--- src/rtl/sfr_pkg.sv ---
package sfr_pkg;
  localparam int unsigned DEF_WORD_W = 24;

  // events produced by the edge detector for the shift core
  typedef struct packed {
    logic sel_act;   // synchronized frame select is low
    logic sel_rise;  // frame select just went high
    logic clk_fall;  // serial clock just fell
    logic bit_in;    // synchronized data sample aligned with clk_fall
  } sfr_evt_t;
endpackage

--- src/rtl/sfr_pin_sync.sv ---
module sfr_pin_sync #(
  parameter int unsigned WIDTH  = 3,
  parameter int unsigned STAGES = 2,
  parameter logic [WIDTH-1:0] RST_VAL = '0
) (
  input  logic             clk,
  input  logic             rst_n,
  input  logic [WIDTH-1:0] pin_in,
  output logic [WIDTH-1:0] pin_sync
);
  logic [STAGES-1:0][WIDTH-1:0] stg;

  generate
    if (STAGES == 1) begin : g_one
      always_ff @(posedge clk or negedge rst_n) begin
        if (!rst_n) stg[0] <= RST_VAL;
        else        stg[0] <= pin_in;
      end
    end else begin : g_chain
      always_ff @(posedge clk or negedge rst_n) begin
        if (!rst_n) stg <= {STAGES{RST_VAL}};
        else        stg <= {stg[STAGES-2:0], pin_in};
      end
    end
  endgenerate

  assign pin_sync = stg[STAGES-1];
endmodule

--- src/rtl/sfr_edge_det.sv ---
module sfr_edge_det
  import sfr_pkg::*;
(
  input  logic     clk,
  input  logic     rst_n,
  input  logic     sel_n_s,
  input  logic     sclk_s,
  input  logic     data_s,
  output sfr_evt_t evt
);
  logic sclk_prev;
  logic sel_n_prev;

  always_ff @(posedge clk or negedge rst_n) begin
    if (!rst_n) begin
      sclk_prev  <= 1'b0;
      sel_n_prev <= 1'b1;
    end else begin
      sclk_prev  <= sclk_s;
      sel_n_prev <= sel_n_s;
    end
  end

  always_comb begin
    evt.sel_act  = ~sel_n_s;
    evt.sel_rise = sel_n_s & ~sel_n_prev;
    evt.clk_fall = sclk_prev & ~sclk_s;
    evt.bit_in   = data_s;
  end
endmodule

--- src/rtl/sfr_shift_core.sv ---
module sfr_shift_core
  import sfr_pkg::*;
#(
  parameter int unsigned WORD_W = DEF_WORD_W,
  localparam int unsigned CNT_W = $clog2(WORD_W + 1)
) (
  input  logic              clk,
  input  logic              rst_n,
  input  sfr_evt_t          evt,
  output logic [WORD_W-1:0] word_q,
  output logic              valid_q,
  output logic              err_q,
  output logic [CNT_W-1:0]  bit_cnt
);
  localparam logic [CNT_W-1:0] FULL = CNT_W'(WORD_W);
  localparam logic [CNT_W-1:0] LAST = CNT_W'(WORD_W - 1);

  logic [WORD_W-1:0] shreg;
  logic [WORD_W-1:0] shreg_nx;

  assign shreg_nx = {shreg[WORD_W-2:0], evt.bit_in};

  always_ff @(posedge clk or negedge rst_n) begin
    if (!rst_n) begin
      shreg   <= '0;
      bit_cnt <= '0;
      word_q  <= '0;
      valid_q <= 1'b0;
      err_q   <= 1'b0;
    end else begin
      valid_q <= 1'b0;
      err_q   <= 1'b0;
      if (!evt.sel_act) begin
        shreg   <= '0;
        bit_cnt <= '0;
        if (evt.sel_rise && bit_cnt != FULL) err_q <= 1'b1;
      end else if (evt.clk_fall && bit_cnt != FULL) begin
        shreg   <= shreg_nx;
        bit_cnt <= bit_cnt + 1'b1;
        if (bit_cnt == LAST) begin
          word_q  <= shreg_nx;
          valid_q <= 1'b1;
        end
      end
    end
  end
endmodule

--- src/rtl/sfr_rx.sv ---
module sfr_rx
  import sfr_pkg::*;
#(
  parameter int unsigned WORD_W      = DEF_WORD_W,
  parameter int unsigned SYNC_STAGES = 2
) (
  input  logic              clk,
  input  logic              rst_n,
  input  logic              frame_sel_n,
  input  logic              ser_clk,
  input  logic              ser_data,
  output logic [WORD_W-1:0] word_out,
  output logic              word_valid,
  output logic              frame_err
);
  localparam int unsigned CNT_W = $clog2(WORD_W + 1);

  logic [2:0]       pins_s;
  sfr_evt_t         evt;
  logic [CNT_W-1:0] bit_cnt;
  logic             cs_active;

  sfr_pin_sync #(
    .WIDTH(3), .STAGES(SYNC_STAGES), .RST_VAL(3'b100)
  ) u_sync (
    .clk(clk), .rst_n(rst_n),
    .pin_in({frame_sel_n, ser_clk, ser_data}),
    .pin_sync(pins_s)
  );

  sfr_edge_det u_edge (
    .clk(clk), .rst_n(rst_n),
    .sel_n_s(pins_s[2]), .sclk_s(pins_s[1]), .data_s(pins_s[0]),
    .evt(evt)
  );

  sfr_shift_core #(.WORD_W(WORD_W)) u_core (
    .clk(clk), .rst_n(rst_n), .evt(evt),
    .word_q(word_out), .valid_q(word_valid), .err_q(frame_err),
    .bit_cnt(bit_cnt)
  );

  assign cs_active = evt.sel_act;
endmodule

--- config.mk ---
export PLATFORM = sky130hd
export DESIGN_NAME = sfr_rx
export DESIGN_NICKNAME = d
export VERILOG_FILES = /design/src/rtl/sfr_pkg.sv /design/src/rtl/sfr_pin_sync.sv /design/src/rtl/sfr_edge_det.sv /design/src/rtl/sfr_shift_core.sv /design/src/rtl/sfr_rx.sv
export SDC_FILE = /design/constraint.sdc
export NUM_CORES = 1
export LEC_CHECK = 0
export BUFFER_PORTS_ARGS = -buffer_cell sky130_fd_sc_hd__buf_2
export CELL_PAD_IN_SITES_DETAIL_PLACEMENT = 1
export CELL_PAD_IN_SITES_GLOBAL_PLACEMENT = 1
export CORE_MARGIN = 2
export CORE_UTILIZATION = 35
export CTS_BUF_LIST = sky130_fd_sc_hd__clkbuf_8
export DETAILED_ROUTE_END_ITERATION = 6
export PLACE_DENSITY = 0.62
export SLEW_MARGIN = 20
export SYNTH_ARGS = -nofsm -noshare
export SYNTH_HDL_FRONTEND = slang
export SYNTH_SLANG_ARGS = --single-unit
--- constraint.sdc ---
create_clock -name clk -period 4.5 [get_ports clk]
set_input_delay 0.45 -clock clk [delete_from_list [all_inputs] [get_ports clk]]
set_output_delay 0.45 -clock clk [all_outputs]
set_load 0.005 [all_outputs]
* Yosys cells after proc, flatten, opt, wreduce, memory -nomap -nowiden
Index checks and enable logic that the tools add are counted.
W data, S select, Z words.
** Storage, ports and cells
- Register bits after elaboration :: 62
- Latch bits :: 0
- Bits in writable memories :: 0
- Bits in read-only memories :: 0
- Bits of input ports :: 5
- Output and inout port bits :: 26
- Memories :: 0
** Operators by class
- Add/subtract/negate cells :: 1
- Multipliers :: 0
- Divide/modulo/power cells :: 0
- Magnitude comparators :: 0
- Eq/ne operators :: 2
- Shift-type cells :: 0
- Muxes and demuxes :: 9
- Bitwise logic cells :: 5
- Reduce and logical (&&, ||, !) cells :: 4
** Operator list (count)
- $mux W23 :: 2
- $mux W5 :: 2
- $add A5 B1 Y5 const B :: 1
- $eq A5 B5 Y1 const B :: 1
- $mux W1 :: 5
- $ne A5 B5 Y1 const B :: 1
- $not A1 Y1 :: 3
- $reduce_and A3 Y1 :: 1
- $and A1 B1 Y1 :: 2
- $logic_and A1 B1 Y1 :: 2
- $reduce_bool A2 Y1 :: 1

* Depth between registers and ports, before layout
Gate-level depths: netlist (run 1).
- Depth in word-level cells :: 5
- Depth in mapped cells :: 7
- Mapped depth without buffers :: 5

* Hierarchy
Synthesis (run 1) repeated with hierarchy kept, for this count alone.
** Unflattened totals
- Cell total of the unflattened synthesis :: 148
- Area total of the unflattened synthesis :: 2458.6 µm²
** By module, submodules not included
- sfr_shift_core :: times used 1, cells an instance 133, area each 2200.9 µm²
- sfr_pin_sync :: times used 1, cells an instance 9, area each 175.2 µm²
- sfr_edge_det :: times used 1, cells an instance 6, area each 82.6 µm²

* Least setup slack after synthesis (run 1)
Ideal clock, no wire load.
- Path kind :: register to register
- Start point :: reg u_core.bit_cnt[0]
- End point :: reg u_core.word_q[12]
- Library setup time :: 0.125 ns
- Arrival time :: 1.428 ns
- Setup slack :: 2.946 ns
- Stages on the path, launching flop included :: 6
- Buffers on the path :: 1
- Period minus slack after synthesis :: 1.554 ns
- Cells stage by stage :: dfrtp_1 > ha_1 > and2_2 > nand4_4 > buf_6 > mux2_4
** Between the ends
- Longest elaborated chain between the ends :: 3
** RTL lines
- start, declared :: line sfr_shift_core.sv:13 : output logic [CNT_W-1:0] bit_cnt
- start signal, assigned :: line sfr_shift_core.sv:39 : bit_cnt <= bit_cnt + 1'b1;
- $ne A5 B5 Y1 :: line sfr_shift_core.sv:37 : end else if (evt.clk_fall && bit_cnt != FULL) begin
- $logic_and A1 B1 Y1 :: line sfr_shift_core.sv:37
- $reduce_and A3 Y1 (no line) *
- end signal, assigned :: line sfr_shift_core.sv:41 : word_q <= shreg_nx;
- end, declared :: line sfr_shift_core.sv:10 : output logic [WORD_W-1:0] word_q,
Mark *: on every way between the ends. The rest lies on a longest branch, timed or not.
A chain may end at the register's enable or synchronous reset.

* Final worst setup path (run 1)
- Start point :: reg u_core.bit_cnt[0]
- End point :: reg u_core.bit_cnt[0]
** Between the ends
- Longest elaborated chain between the ends :: 3
** RTL lines (line)
- $add A5 B1 Y5 / $ne A5 B5 Y1 (equally long branches) :: sfr_shift_core.sv:39, sfr_shift_core.sv:37
- $mux W5 / $logic_and A1 B1 Y1 (equally long branches) :: sfr_shift_core.sv:37
- $mux W5 / $reduce_bool A2 Y1 (equally long branches)
Parallel ways exist; a longest one is shown, timed or not. The select of a mux whose other input is x is not followed.

==> summary.json, run 1 <==
{
  "cellPowerDensity": {"value": 341, "unit": "nW/µm²"},
  "post_synth_instance_area": {"value": 2560, "unit": "µm²"},
  "first_iter_violations": {"value": 69},
  "vdd.ir_drop.worst": {"value": 198, "unit": "µV"},
  "layout.cells.most_common_list": {"value": "sky130_fd_sc_hd__dfrtp_1, sky130_fd_sc_hd__buf_2, sky130_fd_sc_hd__nand2b_1"},
  "clockBufferDepth": {"value": 2},
  "mostFrequentLayoutCell": {"value": "sky130_fd_sc_hd__dfrtp_1"},
  "syn2layout_area_growth": {"value": 15.2, "unit": "%"},
  "final_critical_path_setup_slack": {"value": 2390, "unit": "ps"},
  "dp_slack": {"value": 2360, "unit": "ps"},
  "slew_headroom": {"value": 39.5, "unit": "%"},
  "clkLatencyLatePin": {"value": 330, "unit": "ps"},
  "die_h": {"value": 89.6, "unit": "µm"},
  "synth.top_cells.by_area": {"value": "sky130_fd_sc_hd__dfrtp_1, sky130_fd_sc_hd__mux2_4, sky130_fd_sc_hd__mux2i_1, sky130_fd_sc_hd__nand2b_1, sky130_fd_sc_hd__mux2_2"},
  "via_count": {"value": 1412},
  "h-tree-depth": {"value": 3},
  "drt_drc_violations_left": {"value": 0},
  "maxClockFrequency": {"value": 0.474, "unit": "GHz"},
  "ys_warns": {"value": 0},
  "timing_worst_setup_path_type": {"value": "reg2reg"},
  "min_period": {"value": 2110, "unit": "ps"},
  "rows": {"value": 31},
  "antenna_found_initial": {"value": 0},
  "finalWeightedCongestion": {"value": 0.692},
  "crit_path_end_kind": {"value": "register"},
  "hpwlAfterDp": {"value": 2.58, "unit": "mm"},
  "drt_pass1_iterations": {"value": 4},
  "data_arrival_time_of_the_worst_path": {"value": 2330, "unit": "ps"},
  "cts.repair.resized": {"value": 0},
  "nNetsFinal": {"value": 212},
  "min_period_over_period": {"value": 46.9, "unit": "%"},
  "synth_nets": {"value": 177},
  "final-hold-violation-count": {"value": 0},
  "antenna_cells": {"value": 0},
  "maxCapViolations": {"value": 0},
  "detail_route.wl_per_cell": {"value": 13.5, "unit": "µm"},
  "slew_violations": {"value": 0},
  "skew": {"value": 3.09, "unit": "ps"},
  "fin_cells": {"value": 309},
  "proportion_of_synthesized_chip_area_in_sequential_cells": {"value": 60.6, "unit": "%"},
  "setup_total_negative_slack": {"value": 0, "unit": "ps"},
  "outcome": {"value": "completed"},
  "static-leakage-power": {"value": 1.55, "unit": "nW"},
  "cts_post_setup_buffers_inserted": {"value": 0},
  "fp.coreArea": {"value": 7180, "unit": "µm²"},
  "global_route.usage.total": {"value": 12.4, "unit": "%"},
  "grt_pass1_vias": {"value": 1541},
  "cts_inserted_buffers": {"value": 9},
  "post_route_cells_drive_above_1_share": {"value": 36.7, "unit": "%"},
  "tritoncts": {"value": "built"},
  "synth_largest_area_cell": {"value": "sky130_fd_sc_hd__dfrtp_1"},
  "io_pins": {"value": 31},
  "cp-start-kind": {"value": "register"},
  "viasPerCell": {"value": 4.57},
  "grt_max_degree": {"value": 53},
  "detail-route-antenna-nets": {"value": 0},
  "rsz0062_at_grt": {"value": "false"},
  "timing.final.setup_violations": {"value": 0},
  "synthDominantCellAreaShare": {"value": 57.6, "unit": "%"},
  "floorplan.die.width": {"value": 89.6, "unit": "µm"},
  "clock_tree.root_cell": {"value": "sky130_fd_sc_hd__clkbuf_8"},
  "hp-class": {"value": "in2reg"},
  "synthesis.instances": {"value": 170},
  "grt_first_pass_wirelength": {"value": 7.36, "unit": "mm"},
  "grt.overflow.total": {"value": 0},
  "initial_utilization": {"value": 35.7, "unit": "%"},
  "synth_seq_cells": {"value": 62},
  "numClockSinks": {"value": 62},
  "cp_data_required_time": {"value": 4720, "unit": "ps"},
  "synth_cell_types": {"value": 23},
  "path_max_fanout": {"value": 26},
  "syn_area_per_cell": {"value": 15.1, "unit": "µm²"},
  "routed_wirelength": {"value": 4.17, "unit": "mm"},
  "tightest_slew": {"value": 905, "unit": "ps"},
  "clock_transition_at_the_registers_of_the_reported_paths": {"value": 60, "unit": "ps"},
  "place.port_buffers": {"value": 30},
  "floorplan.die_area": {"value": 8030, "unit": "µm²"},
  "placed_cells_incl_taps": {"value": 292}
}
cell type report:
cell class,instances,area (µm²)
timing repair buffer,32,168
multi-input combinational,96,932
inverter,4,15.0
clock inverter,6,23.8
clock buffer,10,138
fill,761,4220
sequential,62,1560
tap,99,124
report_power, final:
group | switching [mW] | internal [mW]
clock network | 0.198 | 0.204
logic | 0.0204 | 0.0144
registers | 0.00654 | 0.565
total | 0.225 | 0.783
kinds of logic (layout without fill, tap and decap cells):
group	after synthesis	after routing	synth area share (%)
fa+ha+maj	2	2	0.975
buf+inv	12	52	3.22
simple gates	41	41	10.5
compound gates	2	2	0.634
mux	51	51	24.0
flops	62	62	60.6
repair_timing:
item / CTS / global route
setup endpoints to repair: 0 / 0
hold buffers: 1 / 0
hold endpoints to repair: 10 / 0
worst max-delay path, stage by stage (launching register included):
cell,delay (ps)
sky130_fd_sc_hd__dfrtp_1,390
sky130_fd_sc_hd__inv_1,70
sky130_fd_sc_hd__ha_1,180
sky130_fd_sc_hd__and4b_1,220
sky130_fd_sc_hd__nor2b_4,720
sky130_fd_sc_hd__mux2_2,410
layer usage:
metal  part of all wire, %  global-route usage, %  vias up
li1                      -                      -      649
met1                    47                   15.7      721
met2                    47                   18.7       36
met3                   5.0                   6.12        6
met4                   1.3                   4.07        0
met5                     0                      0        -
registers in the layout, summed over array words and instances, names as in the netlist:
register           flops
u_core.err_q           1
u_core.bit_cnt         5
u_sync.pin_sync        3
u_edge.sel_n_prev      1
u_core.word_q         24
u_core.valid_q         1
u_edge.sclk_prev       1
u_sync.stg             3
u_core.shreg          23
final timing paths:
| kind | cells after the start | to | startpoint | slack [ps] |
|---|---|---|---|---|
| hold / removal | 1 | u_sync.stg[2] | frame_sel_n | 210 |
| min in group asynchronous | 2 | u_core.word_q[23] | rst_n | 510 |
| setup reg to reg | 5 | u_core.bit_cnt[0] | u_core.bit_cnt[0] | 2390 |
| setup / recovery | 5 | u_core.bit_cnt[0] | u_core.bit_cnt[0] | 2390 |
| max in group asynchronous | 3 | u_core.word_q[4] | rst_n | 3080 |
| hold reg to reg | 0 | u_sync.pin_sync[0] | u_sync.stg[0] | 350 |
cells in the mapped netlist, drive strengths merged:
library cell  instances
dfrtp                59
mux2                 27
nand2b               26
mux2i                24
buf                   5
nor2                  5
inv                   4
clkbuf                3
dfstp                 3
nor2b                 3
ha                    2
nand4                 2
a211oi                1
a31o                  1
and2                  1
and2b                 1
and4b                 1
nand3                 1
nor3b                 1
through the flow:
stage | power (mW) | hold slack (ps) | utilization, % | area, µm²
after floorplan | 0.601 | 154 | - | 2560
after global placement | 0.617 | 323 | 38.8 | 2780
after detailed placement | 0.617 | 330 | 38.8 | 2780
after CTS | 1.03 | 192 | 41.2 | 2960
after global routing | 1.06 | 184 | 41.2 | 2960
final | 1.01 | 213 | 41.2 | 2960
Note: power is estimated with default switching activity, not from simulation.
==> run 2: changes to the inputs <==
==> constraint.sdc (replaced) <==
create_clock -name clk -period 2.18 [get_ports clk]
set_input_delay 0.218 -clock clk [delete_from_list [all_inputs] [get_ports clk]]
set_output_delay 0.218 -clock clk [all_outputs]
set_load 0.005 [all_outputs]
==> run 2 against run 1 <==
  * Combinational power rose to 2.7 times the previous value
  * Die area unchanged
  * Clock-buffer cell count unchanged
  * Non-clock buffer count up 7
  * Wire length up 7.7%
  * Sequential share of layout area down 2.2 points
  * Core utilization up 1.8 points
  * Clock power rose to 2.7 times the previous value
  * Sequential power up 100%
  * Critical endpoint is now u_core.word_q[1]
  * Largest cell class unchanged
  * Largest power group unchanged
==> summary.json, run 2 (synthesis gave the netlist of run 1 again) <==
{
  "detail_route.wl_per_cell": {"value": 14.2, "unit": "µm", "change": "+5.3%"},
  "tightest_slew": {"value": 638, "unit": "ps", "change": "-267 ps"},
  "post_route_cells_drive_above_1_share": {"value": 38.7, "unit": "%", "change": "+2.0 points"},
  "timing.critical_path.slowest_stage_cell": {"value": "sky130_fd_sc_hd__nand4_4"},
  "h-tree-depth": {"value": 3, "change": "unchanged"},
  "grt.overflow.total": {"value": 0, "change": "unchanged"},
  "grt_max_degree": {"value": 36, "change": "-32%"},
  "numClockSinks": {"value": 62, "change": "unchanged"},
  "nNetsFinal": {"value": 219, "change": "+3.3%"},
  "setup_total_negative_slack": {"value": 0, "unit": "ps", "change": "unchanged"},
  "global_route.usage.total": {"value": 13.2, "unit": "%", "change": "+0.73 points"},
  "static-leakage-power": {"value": 1.61, "unit": "nW", "change": "+3.4%"},
  "drt_pass1_iterations": {"value": 4, "change": "unchanged"},
  "cts.repair.resized": {"value": 0, "change": "unchanged"},
  "grt_first_pass_wirelength": {"value": 7.67, "unit": "mm", "change": "+4.2%"},
  "rsz0062_at_grt": {"value": "false"},
  "path_max_fanout": {"value": 25, "change": "-3.8%"},
  "place.port_buffers": {"value": 30, "change": "unchanged"},
  "rr_worst_depth": {"value": 4, "change": "-1"},
  "largest_register": {"value": "u_core.word_q"},
  "floorplan.die_area": {"value": 8030, "unit": "µm²", "change": "unchanged"},
  "min_period": {"value": 1930, "unit": "ps", "change": "-181 ps"},
  "tritoncts": {"value": "built"},
  "clockBufferDepth": {"value": 2, "change": "unchanged"},
  "worst_r2r_startpoint": {"value": "u_core.bit_cnt[0]"},
  "layout.cells.most_common_list": {"value": "sky130_fd_sc_hd__dfrtp_1, sky130_fd_sc_hd__buf_2, sky130_fd_sc_hd__nand2b_1"},
  "data_arrival_time_of_the_worst_path": {"value": 2140, "unit": "ps", "change": "-190 ps"},
  "rows": {"value": 31, "change": "unchanged"},
  "viasPerCell": {"value": 4.48, "change": "-2.0%"},
  "min_period_over_period": {"value": 88.5, "unit": "%", "change": "+42 points"},
  "cts_inserted_buffers": {"value": 9, "change": "unchanged"},
  "clockPowerShare": {"value": 46.6, "unit": "%", "change": "+6.7 points"},
  "power.sequential.fraction": {"value": 49.5, "unit": "%", "change": "-7.2 points"},
  "syn2layout_area_growth": {"value": 20.1, "unit": "%"},
  "routed_wirelength": {"value": 4.49, "unit": "mm", "change": "+7.7%"},
  "detail-route-antenna-nets": {"value": 0, "change": "unchanged"},
  "io_pins": {"value": 31, "change": "unchanged"},
  "timing.critical_path.cells": {"value": "ha_1, and2_2, nand4_4, mux2_4"},
  "cp-start-kind": {"value": "register"},
  "mostFrequentLayoutCell": {"value": "sky130_fd_sc_hd__dfrtp_1"},
  "skew": {"value": 7.12, "unit": "ps", "change": "+4.03 ps"},
  "fp.coreArea": {"value": 7180, "unit": "µm²", "change": "unchanged"},
  "clock_tree.root_cell": {"value": "sky130_fd_sc_hd__clkbuf_8"},
  "clkLatencyLatePin": {"value": 330, "unit": "ps", "change": "about the same"},
  "cellPowerDensity": {"value": 767, "unit": "nW/µm²", "change": "+130%"},
  "via_count": {"value": 1415, "change": "+0.21%"},
  "timing_worst_setup_path_type": {"value": "reg2reg"},
  "maxClockFrequency": {"value": 0.519, "unit": "GHz", "change": "+9.4%"},
  "slew_headroom": {"value": 57.4, "unit": "%", "change": "+18 points"},
  "die_h": {"value": 89.6, "unit": "µm", "change": "unchanged"},
  "power.share.combinational": {"value": 3.9, "unit": "%", "change": "+0.4 points"},
  "vdd.ir_drop.worst": {"value": 328, "unit": "µV", "change": "+66%"},
  "hold_path_depth": {"value": 0, "change": "-1"},
  "cp_data_required_time": {"value": 2390, "unit": "ps", "change": "-2330 ps"},
  "largest_reg_flops": {"value": 24, "change": "unchanged"},
  "netSwitchingPower": {"value": 0.498, "unit": "mW", "change": "+120%"},
  "cts_post_setup_buffers_inserted": {"value": 0, "change": "unchanged"},
  "timing.final.setup_violations": {"value": 0, "change": "unchanged"},
  "crit_path_end_kind": {"value": "register"},
  "antenna_found_initial": {"value": 0, "change": "unchanged"},
  "first_iter_violations": {"value": 46, "change": "-33%"},
  "initial_utilization": {"value": 35.7, "unit": "%", "change": "unchanged"},
  "final-hold-violation-count": {"value": 0, "change": "unchanged"},
  "startpoint": {"value": "u_core.bit_cnt[0]"},
  "finalWeightedCongestion": {"value": 0.678, "change": "-2.0%"},
  "power.internal": {"value": 1.87, "unit": "mW", "change": "+140%"},
  "hp-class": {"value": "reg2reg"},
  "hpwlAfterDp": {"value": 2.89, "unit": "mm", "change": "+12%"},
  "maxCapViolations": {"value": 0, "change": "unchanged"},
  "drt_drc_violations_left": {"value": 0, "change": "unchanged"},
  "antenna_cells": {"value": 0, "change": "unchanged"},
  "worstHoldStart": {"value": "u_sync.stg[1]"},
  "fin_hold_ws": {"value": 355, "unit": "ps", "change": "+142 ps"},
  "outcome": {"value": "completed"},
  "switching_share": {"value": 21.1, "unit": "%", "change": "-1.2 points"},
  "critPathMaxStageDelay": {"value": 510, "unit": "ps", "change": "-210 ps"},
  "floorplan.die.width": {"value": 89.6, "unit": "µm", "change": "unchanged"},
  "slew_violations": {"value": 0, "change": "unchanged"},
  "reg_top3": {"value": "u_core.word_q (24), u_core.shreg (23), u_core.bit_cnt (5)"},
  "clock_transition_at_the_registers_of_the_reported_paths": {"value": 60, "unit": "ps", "change": "about the same"},
  "grt_pass1_vias": {"value": 1544, "change": "+0.19%"}
}
-- run 2: cell count changes in the layout (fill, tap and decap cells not counted), sizes merged --
cell and change:
dlygate4sd3 +3, inv -3, clkinv +1, buf +4
bufinv +2
-- run 2: path summary, 6_finish.rpt --
path / endpoint / slack [ps]
min reg2reg: u_sync.pin_sync[1] / 360
max reg2reg: u_core.word_q[1] / 250
min in group asynchronous: u_core.word_q[16] / 430
max: u_core.word_q[1] / 250
min: u_sync.pin_sync[1] / 360
max in group asynchronous: u_core.shreg[9] / 1120
-- run 2: layout make-up --
class                   count  area (µm²)
clock buffers              10         138
clock inverters             6        77.6
fillers                   763        4090
inverters                   4        15.0
multi-input cells          96         932
flip-flops and latches     62        1560
well taps                  99         124
repair buffers             39         240
-- run 2: critical path: cells and delay by family (launching register included) --
family,cells,cell delay [ps]
AND/OR/NAND/NOR,2,700
multiplexers,1,500
adder cells (fa/ha/maj),1,210
flip-flops,1,400
-- run 2: metrics by stage --
step                area, µm²  setup slack (ps)  power [mW]  cells  utilization, %
global placement         2830               298        1.28    296            39.4
detailed placement       2830               227        1.28    296            39.4
CTS                      3080               215        2.40    316            42.9
floorplan                2560               626        1.24    170               -
global route             3080               139        2.47    316            42.9
finish                   3080               252        2.36    316            42.9
-- run 2: what timing repair did --
| action | CTS | global route |
|---|---|---|
| hold buffers | 4 | 0 |
| hold endpoints to repair | 27 | 0 |
| endpoints found under the setup margin | 0 | 0 |
-- run 2: power groups by stage --
stage / Sequential, mW / Combinational [mW] / Clock, mW
2_1_floorplan: 1.19 / 0.0479 / 0
3_3_place_gp: 1.19 / 0.0905 / 0
3_5_place_dp: 1.19 / 0.0912 / 0
4_1_cts: 1.17 / 0.0966 / 1.14
5_1_grt: 1.17 / 0.105 / 1.19
6_report: 1.17 / 0.0929 / 1.10
-- run 2: routing by layer --
metal  GRT usage, %  up-vias  wire length [µm]
met1           16.7      718              2130
met4           6.51        0                36
met3           5.03        5               216
met2           19.8       32              2110
li1               -      660                 -
met5              0        -                 0
==> run 3: changes to the inputs <==
--- a/config.mk
+++ b/config.mk
@@ -6,7 +6,7 @@
 export NUM_CORES = 1
 export LEC_CHECK = 0
 export BUFFER_PORTS_ARGS = -buffer_cell sky130_fd_sc_hd__buf_2
-export CELL_PAD_IN_SITES_DETAIL_PLACEMENT = 1
+export CELL_PAD_IN_SITES_DETAIL_PLACEMENT = 0
 export CELL_PAD_IN_SITES_GLOBAL_PLACEMENT = 1
 export CORE_MARGIN = 2
 export CORE_UTILIZATION = 35
==> run 3 against run 2 <==
  * Clock skew down 1.3 ps
  * Clock power up 5%
  * First-iteration DRC count up 72%
  * Maximum frequency up 1.3%
  * Cell area up 0.61%
  * Via count down 4.9%
  * Sequential cell count unchanged
  * Global-route usage down 1.5 points
  * Largest cell class unchanged
  * Sequential power about the same
  * Wire length down 9.9%
  * Core utilization up 0.26 points
  * Clock-buffer cell count up 2
  * Highest routed layer unchanged
==> summary.json, run 3 (synthesis gave the netlist of run 1 again) <==
{
  "largest_reg_flops": {"value": 24, "change": "unchanged"},
  "antenna_found_initial": {"value": 0, "change": "unchanged"},
  "slew_headroom": {"value": 57.6, "unit": "%", "change": "+0.27 points"},
  "syn2layout_area_growth": {"value": 20.9, "unit": "%"},
  "clkLatencyLatePin": {"value": 320, "unit": "ps", "change": "about the same"},
  "timing.final.setup_violations": {"value": 0, "change": "unchanged"},
  "detail-route-antenna-nets": {"value": 0, "change": "unchanged"},
  "rr_worst_depth": {"value": 4, "change": "unchanged"},
  "antenna_cells": {"value": 0, "change": "unchanged"},
  "initial_utilization": {"value": 35.7, "unit": "%", "change": "unchanged"},
  "drt_pass1_iterations": {"value": 5, "change": "+1"},
  "setup_total_negative_slack": {"value": 0, "unit": "ps", "change": "unchanged"},
  "mostFrequentLayoutCell": {"value": "sky130_fd_sc_hd__dfrtp_1"},
  "floorplan.die.width": {"value": 89.6, "unit": "µm", "change": "unchanged"},
  "skew": {"value": 5.87, "unit": "ps", "change": "-1.25 ps"},
  "reg_top3": {"value": "u_core.word_q (24), u_core.shreg (23), u_core.bit_cnt (5)"},
  "drt_drc_violations_left": {"value": 0, "change": "unchanged"},
  "crit_path_end_kind": {"value": "register"},
  "rows": {"value": 31, "change": "unchanged"},
  "floorplan.die_area": {"value": 8030, "unit": "µm²", "change": "unchanged"},
  "placed_cells_incl_taps": {"value": 296, "change": "unchanged"},
  "hold_path_depth": {"value": 0, "change": "unchanged"},
  "io_pins": {"value": 31, "change": "unchanged"},
  "fp.coreArea": {"value": 7180, "unit": "µm²", "change": "unchanged"},
  "min_period": {"value": 1900, "unit": "ps", "change": "-24.4 ps"},
  "layout.cells.most_common_list": {"value": "sky130_fd_sc_hd__dfrtp_1, sky130_fd_sc_hd__buf_2, sky130_fd_sc_hd__nand2b_1"},
  "path_max_fanout": {"value": 25, "change": "unchanged"},
  "finalWeightedCongestion": {"value": 0.678, "change": "unchanged"},
  "first_iter_violations": {"value": 79, "change": "+72%"},
  "clock_transition_at_the_registers_of_the_reported_paths": {"value": 70, "unit": "ps", "change": "about the same"},
  "timing_worst_setup_path_type": {"value": "reg2reg"},
  "detail_route.wl_per_cell": {"value": 12.8, "unit": "µm", "change": "-9.9%"},
  "cts_inserted_buffers": {"value": 9, "change": "unchanged"},
  "cellPowerDensity": {"value": 778, "unit": "nW/µm²", "change": "+1.4%"},
  "final-hold-violation-count": {"value": 0, "change": "unchanged"},
  "static-leakage-power": {"value": 1.61, "unit": "nW", "change": "+0.32%"},
  "rsz0062_at_grt": {"value": "false"},
  "hp-class": {"value": "reg2reg"},
  "hpwlAfterDp": {"value": 2.60, "unit": "mm", "change": "-10%"},
  "sequential_cell_area": {"value": 1560, "unit": "µm²", "change": "unchanged"},
  "fin_cells": {"value": 316, "change": "unchanged"},
  "data_arrival_time_of_the_worst_path": {"value": 2110, "unit": "ps", "change": "-30 ps"},
  "routed_wirelength": {"value": 4.05, "unit": "mm", "change": "-9.9%"},
  "min_period_over_period": {"value": 87.3, "unit": "%", "change": "-1.1 points"},
  "grt_max_degree": {"value": 36, "change": "unchanged"},
  "post_route_cells_drive_above_1_share": {"value": 39.2, "unit": "%", "change": "+0.46 points"},
  "filler_cell_count": {"value": 675, "change": "-12%"},
  "largest_register": {"value": "u_core.word_q"},
  "die_h": {"value": 89.6, "unit": "µm", "change": "unchanged"},
  "multi_input_comb_area": {"value": 932, "unit": "µm²", "change": "unchanged"},
  "maxClockFrequency": {"value": 0.525, "unit": "GHz", "change": "+1.3%"},
  "h-tree-depth": {"value": 3, "change": "unchanged"},
  "cp-start-kind": {"value": "register"},
  "nNetsFinal": {"value": 219, "change": "unchanged"},
  "grt_pass1_vias": {"value": 1419, "change": "-8.1%"},
  "via_count": {"value": 1346, "change": "-4.9%"},
  "tightest_slew": {"value": 634, "unit": "ps", "change": "-4.01 ps"},
  "numClockSinks": {"value": 62, "change": "unchanged"},
  "global_route.usage.total": {"value": 11.7, "unit": "%", "change": "-1.5 points"},
  "vdd.ir_drop.worst": {"value": 505, "unit": "µV", "change": "+54%"},
  "viasPerCell": {"value": 4.26, "change": "-4.9%"},
  "place.port_buffers": {"value": 30, "change": "unchanged"},
  "slew_violations": {"value": 0, "change": "unchanged"},
  "grt_first_pass_wirelength": {"value": 6.94, "unit": "mm", "change": "-9.5%"},
  "tritoncts": {"value": "built"},
  "maxCapViolations": {"value": 0, "change": "unchanged"},
  "outcome": {"value": "completed"},
  "grt.overflow.total": {"value": 0, "change": "unchanged"},
  "clockBufferDepth": {"value": 2, "change": "unchanged"},
  "cp_data_required_time": {"value": 2380, "unit": "ps", "change": "about the same"},
  "clock_tree.root_cell": {"value": "sky130_fd_sc_hd__clkbuf_8"}
}
[run 3: stage by stage]
| stage | power, mW | instance area [µm²] | worst slack [ps] | util (%) | hold WS (ps) |
|---|---|---|---|---|---|
| after floorplan | 1.24 | 2560 | 626 | - | -77.6 |
| after global placement | 1.28 | 2830 | 298 | 39.4 | 268 |
| after detailed placement | 1.28 | 2830 | 265 | 39.4 | 264 |
| after CTS | 2.46 | 3100 | 252 | 43.2 | 357 |
| after global routing | 2.50 | 3100 | 162 | 43.2 | 362 |
| final | 2.41 | 3100 | 276 | 43.2 | 351 |
[run 3: worst paths after layout]
path                                    from            endpoint  slack (ps)
max                        u_core.bit_cnt[0]   u_core.word_q[12]         280
min                            u_sync.stg[0]  u_sync.pin_sync[0]         350
max reg2reg                u_core.bit_cnt[0]   u_core.word_q[12]         280
min reg2reg                    u_sync.stg[0]  u_sync.pin_sync[0]         350
max in group asynchronous              rst_n    u_core.shreg[13]        1100
min in group asynchronous              rst_n   u_core.word_q[23]         430
[run 3: area by class of cell]
class | count | area share, %
Tap cell | 99 | 4.00
Inverter | 4 | 0.484
Multi-Input combinational cell | 96 | 30.1
Clock inverter | 4 | 2.22
Timing Repair Buffer | 39 | 7.75
Sequential cell | 62 | 50.2
Clock buffer | 12 | 5.33
[run 3: power by group]
group | total [mW] | switching, mW | internal (mW)
Combinational | 0.0924 | 0.0531 | 0.0393
Clock | 1.15 | 0.417 | 0.732
Sequential | 1.17 | 0.00607 | 1.16
Total | 2.41 | 0.476 | 1.94
[run 3: metal layers]
metal	global-route usage [%]	part of all wire (%)	routed length [µm]
met1	15.5	50	2010
met2	17.4	45	1820
met3	4.66	4.7	191
met4	4.48	0.52	21
met5	0	0	0
[run 3: timing repair]
action / in CTS / in global routing
setup buffers: 0 / 0
hold buffers: 4 / 0
hold endpoints to repair: 27 / 0
resized for setup: 0 / 0
[run 3: critical path, cell delays in order, from the launching register on]
cell	delay, ps
sky130_fd_sc_hd__dfrtp_1	400
sky130_fd_sc_hd__ha_1	200
sky130_fd_sc_hd__and2_2	180
sky130_fd_sc_hd__nand4_4	510
sky130_fd_sc_hd__mux2_4	490
